--- src/rtl/pg_wake_pkg.sv ---
package pg_wake_pkg;
  typedef enum logic [2:0] {
    SEG_OFF,
    SEG_PRE,
    SEG_OVL,
    SEG_SETTLE,
    SEG_ON
  } seg_state_e;
endpackage

--- src/rtl/pg_cfg_clamp.sv ---
module pg_cfg_clamp #(
  parameter int CFG_W   = 6,
  parameter int CNT_W   = 5,
  parameter int MAX_VAL = 23
) (
  input  logic [CFG_W-1:0] cfg_i,
  output logic [CNT_W-1:0] len_o
);
  always_comb begin
    if (cfg_i == '0)                   len_o = CNT_W'(1);
    else if (cfg_i > CFG_W'(MAX_VAL))  len_o = CNT_W'(MAX_VAL);
    else                               len_o = cfg_i[CNT_W-1:0];
  end
endmodule

--- src/rtl/pg_phase_cnt.sv ---
module pg_phase_cnt #(
  parameter int CNT_W   = 5,
  parameter int MAX_VAL = 23
) (
  input  logic             clk_i,
  input  logic             rst_ni,
  input  logic             load_i,
  input  logic [CNT_W-1:0] load_val_i,
  input  logic             tick_i,
  output logic             done_o
);
  logic [CNT_W-1:0] cnt_q;

  always_ff @(posedge clk_i or negedge rst_ni) begin
    if (!rst_ni)                        cnt_q <= '0;
    else if (load_i)                    cnt_q <= load_val_i;
    else if (tick_i && cnt_q > CNT_W'(1)) cnt_q <= cnt_q - CNT_W'(1);
  end

  // last tick of a phase
  assign done_o = tick_i && (cnt_q <= CNT_W'(1));

  p_cnt_bound_r5: assert property (@(posedge clk_i) disable iff (!rst_ni)
    cnt_q <= CNT_W'(MAX_VAL));
endmodule

--- src/rtl/pg_seg_ctrl.sv ---
module pg_seg_ctrl
  import pg_wake_pkg::*;
#(
  parameter int CNT_W   = 5,
  parameter int MAX_VAL = 23
) (
  input  logic             clk_i,
  input  logic             rst_ni,
  input  logic             wake_i,
  input  logic             sleep_i,
  input  logic             standby_i,
  input  logic             tick_i,
  input  logic [CNT_W-1:0] pre_len_i,
  input  logic [CNT_W-1:0] settle_len_i,
  output logic             main_en_o,
  output logic             reg_en_o,
  output logic             ready_o
);
  seg_state_e state_q, state_d;
  logic       pend_q, pend_d;
  logic       load_pre, load_set, done;

  assign load_pre = (state_q == SEG_OFF) && wake_i && !standby_i;
  assign load_set = (state_q == SEG_OVL) && !standby_i;

  pg_phase_cnt #(.CNT_W(CNT_W), .MAX_VAL(MAX_VAL)) u_cnt (
    .clk_i      (clk_i),
    .rst_ni     (rst_ni),
    .load_i     (load_pre || load_set),
    .load_val_i (load_pre ? pre_len_i : settle_len_i),
    .tick_i     (tick_i),
    .done_o     (done)
  );

  always_comb begin
    state_d = state_q;
    pend_d  = pend_q;
    unique case (state_q)
      SEG_OFF:    if (wake_i) state_d = SEG_PRE;
      SEG_PRE:    if (done)   state_d = SEG_OVL;
      SEG_OVL:                state_d = SEG_SETTLE;
      SEG_SETTLE: if (done)   state_d = SEG_ON;
      SEG_ON: begin
        if (sleep_i || pend_q) state_d = SEG_OFF;
        pend_d = 1'b0;
      end
      default:                state_d = SEG_OFF;
    endcase
    // sleep during a wake is deferred to the ready state
    if (sleep_i && (state_q inside {SEG_PRE, SEG_OVL, SEG_SETTLE})) pend_d = 1'b1;
    if (standby_i) begin
      state_d = SEG_OFF;
      pend_d  = 1'b0;
    end
  end

  always_ff @(posedge clk_i or negedge rst_ni) begin
    if (!rst_ni) begin
      state_q <= SEG_OFF;
      pend_q  <= 1'b0;
    end else begin
      state_q <= state_d;
      pend_q  <= pend_d;
    end
  end

  assign main_en_o = (state_q == SEG_PRE) || (state_q == SEG_OVL);
  assign reg_en_o  = (state_q == SEG_OVL) || (state_q == SEG_SETTLE) || (state_q == SEG_ON);
  assign ready_o   = (state_q == SEG_ON);

  p_pre_first_r2: assert property (@(posedge clk_i) disable iff (!rst_ni)
    $rose(reg_en_o) |-> $past(main_en_o) && main_en_o);
  p_ovl_one_r3: assert property (@(posedge clk_i) disable iff (!rst_ni)
    (main_en_o && reg_en_o) |=> !main_en_o);
  p_no_float_r3: assert property (@(posedge clk_i) disable iff (!rst_ni)
    $fell(main_en_o) |-> (reg_en_o || $past(standby_i)));
  p_ready_src_r4: assert property (@(posedge clk_i) disable iff (!rst_ni)
    ready_o |-> (reg_en_o && !main_en_o));
  p_standby_off_r7: assert property (@(posedge clk_i) disable iff (!rst_ni)
    standby_i |=> (!main_en_o && !reg_en_o && !ready_o));
  p_sleep_off_r8: assert property (@(posedge clk_i) disable iff (!rst_ni)
    (ready_o && sleep_i) |=> !ready_o && !reg_en_o);
endmodule

--- src/rtl/pg_wake_seq.sv ---
module pg_wake_seq #(
  parameter int NUM_SEG        = 4,
  parameter int CFG_W          = 6,
  parameter int SEQ_BUDGET_CYC = 48,
  localparam int SEG_W         = (NUM_SEG > 1) ? $clog2(NUM_SEG) : 1
) (
  input  logic               clk_i,
  input  logic               rst_ni,
  input  logic               standby_i,
  input  logic               wake_req_i,
  input  logic               sleep_req_i,
  input  logic [SEG_W-1:0]   seg_sel_i,
  input  logic [CFG_W-1:0]   pre_cfg_i,
  input  logic [CFG_W-1:0]   settle_cfg_i,
  input  logic               tick_i,
  input  logic               read_req_i,
  input  logic [SEG_W-1:0]   read_seg_i,
  output logic [NUM_SEG-1:0] main_en_o,
  output logic [NUM_SEG-1:0] reg_en_o,
  output logic [NUM_SEG-1:0] ready_o,
  output logic               read_stall_o
);
  // precharge + overlap + settle must fit the budget
  localparam int MAX_PHASE = (SEQ_BUDGET_CYC - 1) / 2;
  localparam int CNT_W     = $clog2(MAX_PHASE + 1);

  logic [CNT_W-1:0] pre_len, settle_len;

  pg_cfg_clamp #(.CFG_W(CFG_W), .CNT_W(CNT_W), .MAX_VAL(MAX_PHASE)) u_pre_clamp (
    .cfg_i (pre_cfg_i),
    .len_o (pre_len)
  );

  pg_cfg_clamp #(.CFG_W(CFG_W), .CNT_W(CNT_W), .MAX_VAL(MAX_PHASE)) u_settle_clamp (
    .cfg_i (settle_cfg_i),
    .len_o (settle_len)
  );

  for (genvar g = 0; g < NUM_SEG; g++) begin : g_seg
    logic hit;
    assign hit = (seg_sel_i == SEG_W'(g));

    pg_seg_ctrl #(.CNT_W(CNT_W), .MAX_VAL(MAX_PHASE)) u_seg (
      .clk_i        (clk_i),
      .rst_ni       (rst_ni),
      .wake_i       (wake_req_i && hit && !standby_i),
      .sleep_i      (sleep_req_i && hit),
      .standby_i    (standby_i),
      .tick_i       (tick_i),
      .pre_len_i    (pre_len),
      .settle_len_i (settle_len),
      .main_en_o    (main_en_o[g]),
      .reg_en_o     (reg_en_o[g]),
      .ready_o      (ready_o[g])
    );
  end

  assign read_stall_o = read_req_i && !ready_o[read_seg_i];

  p_standby_all_r7: assert property (@(posedge clk_i) disable iff (!rst_ni)
    standby_i |=> (main_en_o == '0) && (reg_en_o == '0) && (ready_o == '0));
  p_ready_one_src_r4: assert property (@(posedge clk_i) disable iff (!rst_ni)
    (ready_o & main_en_o) == '0);
endmodule

--- config.mk ---
export PLATFORM = sky130hd
export DESIGN_NAME = pg_wake_seq
export DESIGN_NICKNAME = d
export VERILOG_FILES = /design/src/rtl/pg_wake_pkg.sv /design/src/rtl/pg_cfg_clamp.sv /design/src/rtl/pg_phase_cnt.sv /design/src/rtl/pg_seg_ctrl.sv /design/src/rtl/pg_wake_seq.sv
export SDC_FILE = /design/constraint.sdc
export NUM_CORES = 1
export LEC_CHECK = 0
export BUFFER_PORTS_ARGS = -buffer_cell sky130_fd_sc_hd__clkbuf_2
export CORE_MARGIN = 3
export CORE_UTILIZATION = 59
export CTS_CLUSTER_DIAMETER = 40
export DETAILED_ROUTE_END_ITERATION = 7
export GPL_ROUTABILITY_DRIVEN = 1
export PLACE_DENSITY = 0.82
export REMOVE_ABC_BUFFERS = 1
export SLEW_MARGIN = 20
export SYNTH_ARGS = -nofsm -noshare
export SYNTH_HDL_FRONTEND = slang
export SYNTH_SLANG_ARGS = --single-unit
export TNS_END_PERCENT = 100
--- constraint.sdc ---
create_clock -name clk_i -period 2.1 [get_ports clk_i]
set_input_delay 0.315 -clock clk_i [delete_from_list [all_inputs] [get_ports clk_i]]
set_output_delay 0.315 -clock clk_i [all_outputs]
set_load 0.005 [all_outputs]
# Word level (Yosys, flattened, before mapping)
# Index checks and enable logic that the tools add are counted.
[word_totals]
reg_bits = 36
inputBits = 23
out_inout_bits = 13
wordCells = 198
[op_classes]
n_addsub = 4
n_lt_le_gt_ge = 11
n_eq_ne = 35
n_mux = 54
n_reduce_logical = 82
[ops]
columns = ["operator", "n"]
rows = [
  ["$mux 5", 16],
  ["$mux 3", 20],
  ["$pmux 3 s5", 4],
  ["$logic_and 1x1->1", 37],
  ["$ne 3x2->1 const B", 12],
  ["$eq 3x2->1 const B", 8],
  ["$reduce_bool 3->1", 8],
  ["$gt 5x1->1 const B", 4],
  ["$le 5x1->1 const B", 4],
  ["$logic_or 1x1->1", 20],
  ["$sub 5x1->5 const B", 4],
  ["$reduce_and 4->1", 4],
  ["$mux 1", 13],
  ["$eq 3x1->1 const B", 4],
  ["$eq 3x3->1 const B", 4],
  ["$gt 6x5->1 const B", 2],
  ["$logic_not 3->1", 4],
  ["$logic_not 6->1", 2],
  ["$ne 3x3->1 const B", 4],
  ["$reduce_bool 2->1", 4],
  ["$eq 2x2->1 const B", 2],
  ["$lt 2x3->1 const B", 1],
  ["$bmux 1 s2", 1],
  ["$eq 2x1->1 const B", 1],
  ["2 further kinds", 3],
]

# Depth between registers and ports, before layout
[logic_depth]
depth_word = 7
ltp_mapped = 7
ltp_nobuf = 7

# Hierarchy
# A second synthesis with hierarchy kept.
[unflattened]
hier_cells = 303
area_unflattened_um2 = 2752.6
[by_module_without_submodules]
columns = ["mod", "n_inst", "cells_each", "area_each_um2", "seq_area_each_um2"]
rows = [
  ["pg_seg_ctrl", 4, 30, 277.8, 100.1],
  ["pg_phase_cnt at g_seg[0].u_seg.u_cnt ...", 3, 39, 365.4, 125.1],
  ["pg_phase_cnt at g_seg[1].u_seg.u_cnt", 1, 38, 359.1, 125.1],
  ["pg_wake_seq", 1, 12, 93.8, 0.0],
  ["pg_cfg_clamp", 2, 8, 46.3, 0.0],
]

# Worst setup path after synthesis
# OpenSTA, ideal clock, no wires.
[synth_timing]
kind = "register to output"
startpoint = "register g_seg[3].u_seg.state_q[1]"
endpoint = "output port read_stall_o"
t_arrival_ps = 1380
required_ps = 1785
path_slack_ps = 405
path_stages_with_launch = 6
path_buffers = 1
cell_sequence = "dfrtp_1 -> clkbuf_1 -> nor2_1 -> nand2_1 -> mux4_2 -> and2_1"
[synth_between]
elab_chain_len = 5
[synth_lines]
columns = ["element", "line_no", "rtl"]
rows = [
  ["from (decl)", "pg_seg_ctrl.sv:19", "seg_state_e state_q, state_d;"],
  ["from (signal assigned)", "pg_seg_ctrl.sv:62", "state_q <= state_d;"],
  ["$eq 3x3->1", "pg_seg_ctrl.sv:69", "assign ready_o = (state_q == SEG_ON);"],
  ["$bmux 1 s2", "pg_wake_seq.sv:58", "assign read_stall_o = read_req_i && !ready_o[read_seg_i];"],
  ["$mux 1 (implied by the code)", "pg_wake_seq.sv:58", ""],
  ["$logic_not 1->1", "pg_wake_seq.sv:58", ""],
  ["$logic_and 1x1->1", "pg_wake_seq.sv:58", ""],
  ["to (decl)", "pg_wake_seq.sv:21", "output logic read_stall_o"],
]
# No other way between the ends. The select of a mux whose other input is x is not followed.

# Worst setup path in the final report
[layout_timing]
startpoint = "register g_seg[0].u_seg.state_q[1]"
endpoint = "output port read_stall_o"
[layout_between]
elab_chain_len = 5
[layout_lines]
columns = ["element", "line_no"]
rows = [
  ["from (decl)", "pg_seg_ctrl.sv:19"],
  ["from (signal assigned)", "pg_seg_ctrl.sv:62"],
  ["$eq 3x3->1", "pg_seg_ctrl.sv:69"],
  ["$bmux 1 s2", "pg_wake_seq.sv:58"],
  ["$mux 1 (implied by the code)", "pg_wake_seq.sv:58"],
  ["$logic_not 1->1", "pg_wake_seq.sv:58"],
  ["$logic_and 1x1->1", "pg_wake_seq.sv:58"],
]
# No other way between the ends. The select of a mux whose other input is x is not followed.

==> flow_metrics.tcl <==
set metrics [dict create \
    top_layer_used "met4" \
    grt_pass1_vias 2459 \
    crit_chain "inv_2 > nand3_2 > mux4_2 > and2_1 > clkbuf_2" \
    peakVddDrop_mv 0.697 \
    synth-xor-area-share_pct 3.07 \
    required_ns 1.78 \
    post-route-drc-count 0 \
    port_buffers 35 \
    yosysMostFrequentCell "nor2_1" \
    routed_wl_mm 7.34 \
    antenna_found_initial 0 \
    cpPeakStageDelay_ns 0.47 \
    synth_top_area_share_pct 31.6 \
    crit_path_start_kind "flop" \
    yosys.area_share.simple_pct 28.6 \
    cp-end-kind "output pin" \
    synth_cells 352 \
    crit_family "multiplexers" \
    p_int_mw 1.79 \
    clock_latency_ns 0.29 \
    crit_fanout 6 \
    wl_met1_mm 3.20 \
    rsz0062_at_grt "false" \
    ys_seq_area_share_pct 31.6 \
    relSlewSlack_pct 67.2 \
    grt_use_total_pct 27.0 \
    drv_cap 0 \
    power.switching_mw 1.23 \
    multiInputGateArea_um2 1710 \
    rows 24 \
    comb_power_share_pct 45.1 \
    post-route-period-util_pct 97.2 \
    num_antenna_cells 0 \
    finalNonFillerCells 434 \
    clk_pin_slew_ns 0.08 \
    seqPwrFrac_pct 37.4 \
    swShare_pct 40.6 \
    synth.area.mux_share_pct 2.19 \
    path_class "flop to output pin" \
    fin_worst_skew_ns 0.00770 \
    synth-edff-count 0 \
    powerDensity_nw_per_um2 963 \
    final_layout_size_suffix_gt1_share_pct 22.0 \
    io_pins 36 \
    synth_warnings 0 \
    cts_tree "done" \
    synth-adder-area-share_pct 3.51 \
    period_needed_ns 2.04 \
    drt_iter0_drc 290 \
    crit_slowest_cell "mux4_2" \
    grt_max_degree 37 \
    cts_buffers 5 \
    die_w_um 75.5 \
    htree_levels 2 \
    fin_tns_setup_ns 0 \
    start_util_pct 63.3 \
    overflow 0 \
    num_vias 2773 \
    async_reset_ff_share_pct 100 \
    p_clk_share_pct 17.6 \
    cts_root_buf "clkbuf_8" \
    hpwlAfterDp_mm 5.36 \
    core_area_um2 4500 \
    wire_per_inst_um 16.9 \
    fmaxAchievable_ghz 0.490 \
    syn2layout_area_growth_pct 9.83 \
    tightest_slew_ns 0.491 \
    dr.pass1.iters 5 \
    setup_violations 0 \
    dieHeight_um 75.5 \
    cts.sinks 36 \
    wl_met2_mm 3.41 \
    synth_top_family_by_area "simple AND/OR/NAND/NOR gates" \
    viasPerCell 6.39 \
    ys_top_cells_by_area "dfrtp_1 32%, nor2_1 5.7%, nand2_1 4.3%" \
    critical_path_buf_inv_count 2 \
    hold_path_class "primary input to async pin" \
    synth_flop_cell "dfrtp_1" \
    status "finished clean" \
    dieArea_um2 5700 \
    ant_nets 0 \
    synth_common_cells "43 x nor2_1, 36 x dfrtp_1, 33 x nand2_1, 19 x nor3_1" \
    regArea_um2 907 \
    final_hold_viol_count 0 \
    syn-cell-area_um2 2850 \
    postCtsHoldBufs 0 \
    yosysUniqueCellTypes 68 \
    num-fill-cells 353 \
    slew_violations 0 \
    placed_cells 422 \
    nets 412 \
    max-clock-path-buffers 2 \
    synth_compound_area_share_pct 22.3 \
    ys_ff_latch 36 \
    worst_ep_arrival_time_ns 1.73 \
    grt_first_pass_wirelength_mm 11.7 \
    gp_congestion 0.930 \
    leakagePower_nw 1.45 \
    fin_hold_ws_ns 0.0623 \
    syn_avg_cell_area_um2 8.10 \
    synth_top_area_cell "dfrtp_1" \
    route.met3.wl_um 597 \
]
state kept, by name (all words and copies together), names as in the netlist:
register,count
g_seg.u_seg.state_q,12
g_seg.u_seg.pend_q,4
g_seg.u_seg.u_cnt.cnt_q,20
final timing paths:
kind,from,endpoint,slack [ns],depth (start not counted)
worst max-delay path,g_seg[0].u_seg.state_q[1]$_DFFE_PN0P_,read_stall_o,0.06,5
worst min-delay path,rst_ni,g_seg[3].u_seg.u_cnt.cnt_q[0]$_DFFE_PN0P_,0.06,2
worst max register to register,g_seg[0].u_seg.u_cnt.cnt_q[0]$_DFFE_PN0P_,g_seg[0].u_seg.u_cnt.cnt_q[4]$_DFFE_PN0P_,0.30,7
worst min register to register,g_seg[2].u_seg.pend_q$_DFFE_PN0P_,g_seg[2].u_seg.pend_q$_DFFE_PN0P_,0.57,2
max in group asynchronous,rst_ni,g_seg[1].u_seg.state_q[0]$_DFFE_PN0P_,1.67,2
min in group clk_i,pre_cfg_i[1],g_seg[1].u_seg.u_cnt.cnt_q[1]$_DFFE_PN0P_,0.44,3
cells in the final DEF (no fill, tap or decap), types with 8 or more instances in the layout:
master / instances
a21oi_1: 18
nor3_1: 19
nand2_1: 31
clkbuf_2: 35
ha_1: 8
nand2b_1: 8
buf_4: 15
dfrtp_1: 31
xnor2_1: 9
o21ai_0: 16
o22ai_1: 8
inv_1: 17
nor2_1: 42
timing repair:
item	in CTS	in global routing
setup endpoints to repair	1	1
gates resized for setup	5	5
setup buffers	0	4
power by group through the flow:
stage	logic, mW	clock network, mW	registers (mW)
after floorplan	0.989	0	1.09
after global placement	1.29	0	1.12
after detailed placement	1.33	0	1.13
after CTS	1.34	0.523	1.12
after global routing	1.53	0.563	1.15
final	1.36	0.530	1.13
routing by layer:
layer / up-vias / global-route usage (%)
li1: 1312 / -
met1: 1301 / 38.0
met3: 20 / 5.28
met5: - / 0
met4: 0 / 6.80
met2: 140 / 42.8
cell families (layout without fill, tap and decap cells):
kind of cell,after synthesis,in the layout
and+or+nand+nor,154,154
AOI/OAI and AO/OA,93,93
buffers and inverters,46,76
DFF,36,36
xor gates and xnor gates,10,10
adders and majority gates,8,8
muxes,5,5
worst register-to-register path, stage by stage (launching register included):
cell and delay, ns:
dfrtp_1 0.42, inv_1 0.09, ha_1 0.17, nor3b_1 0.32
mux2i_1 0.29, nor2_1 0.06, a211oi_1 0.22, a311oi_1 0.08
area by class of cell:
cell class / count / area share [%]
Sequential cell: 36 / 29.0
Inverter: 18 / 2.16
Multi-Input combinational cell: 270 / 54.7
Timing Repair Buffer: 50 / 9.19
Tap cell: 52 / 2.08
Clock buffer: 8 / 2.88
through the flow:
stage          instance area, um2  worst slack [ns]  power (mW)  util, %
2_1_floorplan                2670             0.482        2.08        -
3_3_place_gp                 2990             0.208        2.41     66.4
3_5_place_dp                 2990             0.226        2.46     66.4
4_1_cts                      3090            0.0111        2.98     68.6
5_1_grt                      3130           0.00124        3.24     69.5
6_report                     3130            0.0578        3.02     69.5
Note: power is estimated with default switching activity, not from simulation.
